**src/rtl/alu_op_pkg.sv**
```systemverilog
package alu_op_pkg;
  localparam int unsigned OP_W    = 2;
  localparam int unsigned FUNCT_W = 6;
  localparam int unsigned SEL_W   = 4;

  localparam logic [SEL_W-1:0] SEL_AND = 4'b0000;
  localparam logic [SEL_W-1:0] SEL_OR  = 4'b0001;
  localparam logic [SEL_W-1:0] SEL_ADD = 4'b0010;
  localparam logic [SEL_W-1:0] SEL_SUB = 4'b0110;
  localparam logic [SEL_W-1:0] SEL_SLT = 4'b0111;

  typedef struct packed {
    logic [FUNCT_W-1:0] funct;
    logic [SEL_W-1:0]   sel;
  } funct_map_t;

  localparam int unsigned N_MAP = 6;

  localparam funct_map_t FUNCT_MAP [N_MAP] = '{
    '{funct: 6'b000000, sel: SEL_AND},
    '{funct: 6'b100100, sel: SEL_AND},
    '{funct: 6'b100101, sel: SEL_OR},
    '{funct: 6'b100000, sel: SEL_ADD},
    '{funct: 6'b100010, sel: SEL_SUB},
    '{funct: 6'b101010, sel: SEL_SLT}
  };
endpackage

```
**src/rtl/funct_lookup.sv**
```systemverilog
module funct_lookup
  import alu_op_pkg::*;
(
  input  logic [FUNCT_W-1:0] funct_i,
  output logic [SEL_W-1:0]   sel_o,
  output logic               hit_o
);
  logic [N_MAP-1:0] hit;

  for (genvar g = 0; g < N_MAP; g++) begin : g_match
    assign hit[g] = (funct_i == FUNCT_MAP[g].funct);
  end

  always_comb begin
    sel_o = '0;
    for (int i = 0; i < N_MAP; i++) begin
      if (hit[i]) sel_o = sel_o | FUNCT_MAP[i].sel;
    end
    hit_o = |hit;
  end

  always_comb begin
    assert_single_hit_R4: assert ($onehot0(hit))
      else $error("function table matched more than one entry");
  end
endmodule

```
**src/rtl/class_select.sv**
```systemverilog
module class_select
  import alu_op_pkg::*;
(
  input  logic [OP_W-1:0]  op_class_i,
  input  logic [SEL_W-1:0] rtype_sel_i,
  input  logic             rtype_hit_i,
  output logic [SEL_W-1:0] sel_o,
  output logic             illegal_o
);
  always_comb begin
    sel_o     = SEL_ADD;
    illegal_o = 1'b0;
    if (op_class_i[0]) begin
      // Bit 0 wins over bit 1.
      sel_o = SEL_SUB;
    end else if (op_class_i[1]) begin
      sel_o     = rtype_hit_i ? rtype_sel_i : SEL_AND;
      illegal_o = ~rtype_hit_i;
    end
  end
endmodule

```
**src/rtl/alu_op_decoder.sv**
```systemverilog
module alu_op_decoder
  import alu_op_pkg::*;
(
  input  logic [OP_W-1:0]    op_class_i,
  input  logic [FUNCT_W-1:0] funct_i,
  output logic [SEL_W-1:0]   alu_sel_o,
  output logic               illegal_o
);
  logic [SEL_W-1:0] rtype_sel;
  logic             rtype_hit;

  funct_lookup u_lookup (
    .funct_i (funct_i),
    .sel_o   (rtype_sel),
    .hit_o   (rtype_hit)
  );

  class_select u_select (
    .op_class_i  (op_class_i),
    .rtype_sel_i (rtype_sel),
    .rtype_hit_i (rtype_hit),
    .sel_o       (alu_sel_o),
    .illegal_o   (illegal_o)
  );

  always_comb begin
    if (op_class_i == 2'b00) begin
      assert_add_class_R1: assert (alu_sel_o == SEL_ADD && !illegal_o)
        else $error("class 00 did not give add");
    end
    if (op_class_i == 2'b01) begin
      assert_sub_class_R2: assert (alu_sel_o == SEL_SUB && !illegal_o)
        else $error("class 01 did not give subtract");
    end
    if (op_class_i == 2'b11) begin
      assert_sub_priority_R3: assert (alu_sel_o == SEL_SUB && !illegal_o)
        else $error("class 11 did not give subtract");
    end
    if (illegal_o) begin
      assert_illegal_zero_R6: assert (alu_sel_o == SEL_AND)
        else $error("illegal flag with nonzero select");
      assert_illegal_scope_R7: assert (op_class_i == 2'b10)
        else $error("illegal flag outside register class");
    end
  end
endmodule

```
**config.mk**
```make
export PLATFORM = sky130hd
export DESIGN_NAME = alu_op_decoder
export DESIGN_NICKNAME = d
export VERILOG_FILES = /design/src/rtl/alu_op_pkg.sv /design/src/rtl/funct_lookup.sv /design/src/rtl/class_select.sv /design/src/rtl/alu_op_decoder.sv
export SDC_FILE = /design/constraint.sdc
export NUM_CORES = 1
export LEC_CHECK = 0
export BUFFER_PORTS_ARGS = -buffer_cell sky130_fd_sc_hd__buf_2
export CAP_MARGIN = 20
export CORE_AREA = 2 2 39 41
export DETAILED_ROUTE_END_ITERATION = 6
export DIE_AREA = 0 0 41 43
export PLACE_DENSITY = 0.35
export SLEW_MARGIN = 25
export SYNTH_ARGS = -nofsm -noshare
export SYNTH_HDL_FRONTEND = slang
export SYNTH_SLANG_ARGS = --single-unit
```
**constraint.sdc**
```tcl
create_clock -name vclk -period 0.93
set_input_delay 0.093 -clock vclk [all_inputs]
set_output_delay 0.093 -clock vclk [all_outputs]
set_load 0.005 [all_outputs]
```
Yosys cells after proc, flatten, opt, wreduce, memory -nomap -nowiden:

Index checks and enable logic that the tools add are counted.

* bitwise gates (word level): 1
* reduce and logical (&&, ||, !) cells: 2
* multiplexer cells: 9
* equal/unequal tests: 5

Operators by type and width (count)
* equality test 6 bit (second input constant): 5
* 2-to-1 mux 3 bit: 3
* 2-to-1 mux 4 bit: 2
* logical NOT 6 bit: 1
* OR reduction 6 bit: 1
* 2-to-1 mux 1 bit: 3
* 2-to-1 mux 2 bit: 1
* NOT 1 bit: 1

* output and inout bits: 5
* bits in registers: 0

Depth between registers and ports, before layout:

* word-level depth: 8
* mapped depth: 3

Hierarchy:

Synthesis repeated with hierarchy kept, for this count alone.

* cells, all modules: 22
* area, all modules: 142.6 µm²

By module, submodules not included
* funct_lookup: instances 1, cells each 15, sequential area each 0.0 µm², area each 93.8 µm²
* class_select: instances 1, cells each 7, sequential area each 0.0 µm², area each 48.8 µm²

Worst setup path before layout:

OpenSTA, ideal clock, no wires.

* path kind: input to output
* from: in funct_i[4]
* to: out alu_sel_o[2]
* data arrival time: 572 ps
* path buffers: 0
* slack: 265 ps
* stages on the path: 3
* cell sequence: nand2b_4 > nor3_1 > a31o_2

* cells in the longest elaborated chain, start to end: 6
* elaborated cells on any way between the ends: 12
* those cells by class: eq/ne: 5; mux: 5; reduce/logical: 2

RTL lines
* start, declared: RTL line alu_op_decoder.sv:5 `input logic [FUNCT_W-1:0] funct_i,`
* equality test 6 bit: RTL line funct_lookup.sv:11 `assign hit[g] = (funct_i == FUNCT_MAP[g].funct);`
* 2-to-1 mux 3 bit (2 in series): RTL line funct_lookup.sv:17 `if (hit[i]) sel_o = sel_o | FUNCT_MAP[i].sel;`
* 2-to-1 mux 3 bit (*): RTL line class_select.sv:17 `sel_o = rtype_hit_i ? rtype_sel_i : SEL_AND;`
* 2-to-1 mux 4 bit (*): RTL line class_select.sv:16 `end else if (op_class_i[1]) begin`
* 2-to-1 mux 4 bit (*): RTL line class_select.sv:13 `if (op_class_i[0]) begin`
* end, declared: RTL line alu_op_decoder.sv:6 `output logic [SEL_W-1:0] alu_sel_o,`

Mark *: on every way between the ends. The rest lies on a longest branch, timed or not.

Worst setup path after layout:

* from: in funct_i[3]
* to: out illegal_o

* cells in the longest elaborated chain, start to end: 5
* elaborated cells on any way between the ends: 10
* those cells by class: eq/ne: 5; mux: 2; bitwise: 1; reduce/logical: 2

RTL lines
* equality test 6 bit / logical NOT 6 bit (equally long branches): RTL line funct_lookup.sv:11
* OR reduction 6 bit (*): RTL line funct_lookup.sv:19 `hit_o = |hit;`
* NOT 1 bit (*): RTL line class_select.sv:18 `illegal_o = ~rtype_hit_i;`
* 2-to-1 mux 1 bit (*): RTL line class_select.sv:16
* 2-to-1 mux 1 bit (*): RTL line class_select.sv:13
* end, declared: RTL line alu_op_decoder.sv:7 `output logic illegal_o`

Marks and branches as above.

==> impl_metrics.toml <==
[timing]
rsz0062_at_grt = "false"
final_max_slew_viol_count = 0
finalSetupTns_ns = 0
max_freq_mhz = 1137
post-route-period-util = 0.9454
period_minus_slack_ns = 0.8792
setup-violations-final = 0
worst_slack_ns = 0.05079
hold_violations = 0

[power]
swShare = 0.4696
p_total_mw = 0.07926
p_int_mw = 0.04204
ir_drop_v = 0.0001329
p_comb_frac = 1.000
seqPwrFrac = 0
leakagePower_nw = 0.1004
p_clk_frac = 0
p_switching_mw = 0.03722
power.density_nw_per_um2 = 353.9

[finish]
fin_nets = 40
drive_gt1_frac = 0.6667
seq_cell_count = 0
fill_cells = 166
seqCellArea_um2 = 0
multi_input_area_um2 = 126.4
antenna_cells = 0
n_clock_buffer = 0
stdcell_count = 46
fin_util = 0.1618
area_growth_pct = 84.54

[worst_setup_path]
endpoint_kind = "output port"
crit_top_cell = "buf_2"
cpPeakStageDelay_ns = 0.21
slowest_stage = "nor3b_2"
cp_max_fo = 4
arrival_ns = 0.79
path_class = "input port to output port"
worstPathRequired_ns = 0.84
startpoint_type = "input port"
crit_chain = "buf_2 -> nor3b_2 -> nor2b_4 -> a211oi_2 -> buf_2"

[floorplan]
row_count = 14
ioPinCount = 13
core_um2 = 1384
dieArea_um2 = 1763
die_h_um = 43
die_x_um = 41
initial_core_util = 0.08770

[drt]
drc_errors = 0
ant_nets = 0
viasPerCell = 3.935
wire_per_inst_um = 9.413
drt_wl_total_um = 433
drt_iter0_drc = 4
num_vias = 181
drt_pass1_iterations = 4

[run_status]
outcome = "completed"

[synthesis]
yosysMostFrequentCell = "nor3_1"
syn_area_um2 = 121.4
synthTopCellsByArea = "nor3_1 (12%), nand2b_4 (11%), a211oi_2 (10%), nand2b_1 (10%), nor3b_2 (10%)"
synth_cell_type_count = 14
seq_area_frac_synth = 0
avgSynthCellArea_um2 = 7.139
synthTopCellsByCount = "nor3_1 (3), nand2b_1 (2)"
yosysTopAreaCell = "nor3_1"
synth_top_area_frac = 0.1237
synth_warnings = 0
synthCells = 17
syn_nets = 25

[placed_design]
dpl.hpwl_um = 350.5
portBuffers = 12
post-place-ws_ns = 0.01009
placed_cells_incl_taps = 46
place_congestion = 0.6535

[clocking]
post_cts_buffers = 0
hold_buffers = 0
ctsResizeCount = 0

[global_route]
antenna_found_initial = 0
grt_start_max_net_pins = 7
grt_pass1_vias = 124
grt_use_total = 0.04196
grt_pass1_wl_um = 552
grt_overflow_total = 0

[flow_run]
cap_violations = 0

[hold_path]
hold_class = "input port to output port"
cell type report:
class | instances | share of cell area
multi-input cells | 16 | 0.5642
repair buffers | 14 | 0.3464
well taps | 16 | 0.08939
metrics by stage:
| stage | hold WS (ns) | instance area (um2) |
|---|---|---|
| 2_1_floorplan | 0.2680 | 121.4 |
| 3_3_place_gp | 0.4720 | 209.0 |
| 3_5_place_dp | 0.4629 | 209.0 |
| 4_1_cts | 0.4653 | 209.0 |
| 5_1_grt | 0.4941 | 224.0 |
| 6_report | 0.4678 | 224.0 |
critical path: cells and delay by family:
| family | cells | cell delay (ns) |
|---|---|---|
| AND/OR/NAND/NOR | 2 | 0.39 |
| AO/OA/AOI/OAI | 1 | 0.04 |
| buffers and inverters | 2 | 0.26 |
metal layers:
layer / global-route usage / up-vias / routed length [um]
li1: - / 87 / -
met1: 0.07911 / 75 / 208
met2: 0.04375 / 19 / 127
met3: 0.01571 / 0 / 97
met4: 0 / 0 / 0
met5: 0 / - / 0
kinds of logic after synthesis:
family / share of synthesized area
buf+inv: 0.06188
simple gates: 0.5566
compound gates: 0.3505
other cells: 0.03090
cells in the final DEF (no fill, tap or decap):
master / count
conb_1: 1
nor2b_4: 1
a21o_1: 1
nor3b_2: 1
nor3_1: 2
a31o_2: 1
nand2b_1: 2
nor2_1: 1
buf_2: 11
nor3_2: 1
a211oi_2: 1
buf_4: 3
a32oi_1: 1
nand2b_4: 1
nand2_1: 1
o21ai_0: 1
power by group through the flow:
stage	combinational (mW)	clock [mW]	sequential [mW]
final	0.0793	0	0
after global routing	0.0862	0	0
after CTS	0.0729	0	0
after detailed placement	0.0725	0	0
after global placement	0.0748	0	0
after floorplan	0.0319	0	0
final timing paths:
kind              depth (start not counted)           from      endpoint  slack [ns]
setup / recovery                          5     funct_i[3]     illegal_o        0.05
hold / removal                            3  op_class_i[0]  alu_sel_o[2]        0.47
No activity file was read; power rests on OpenSTA's default activity.
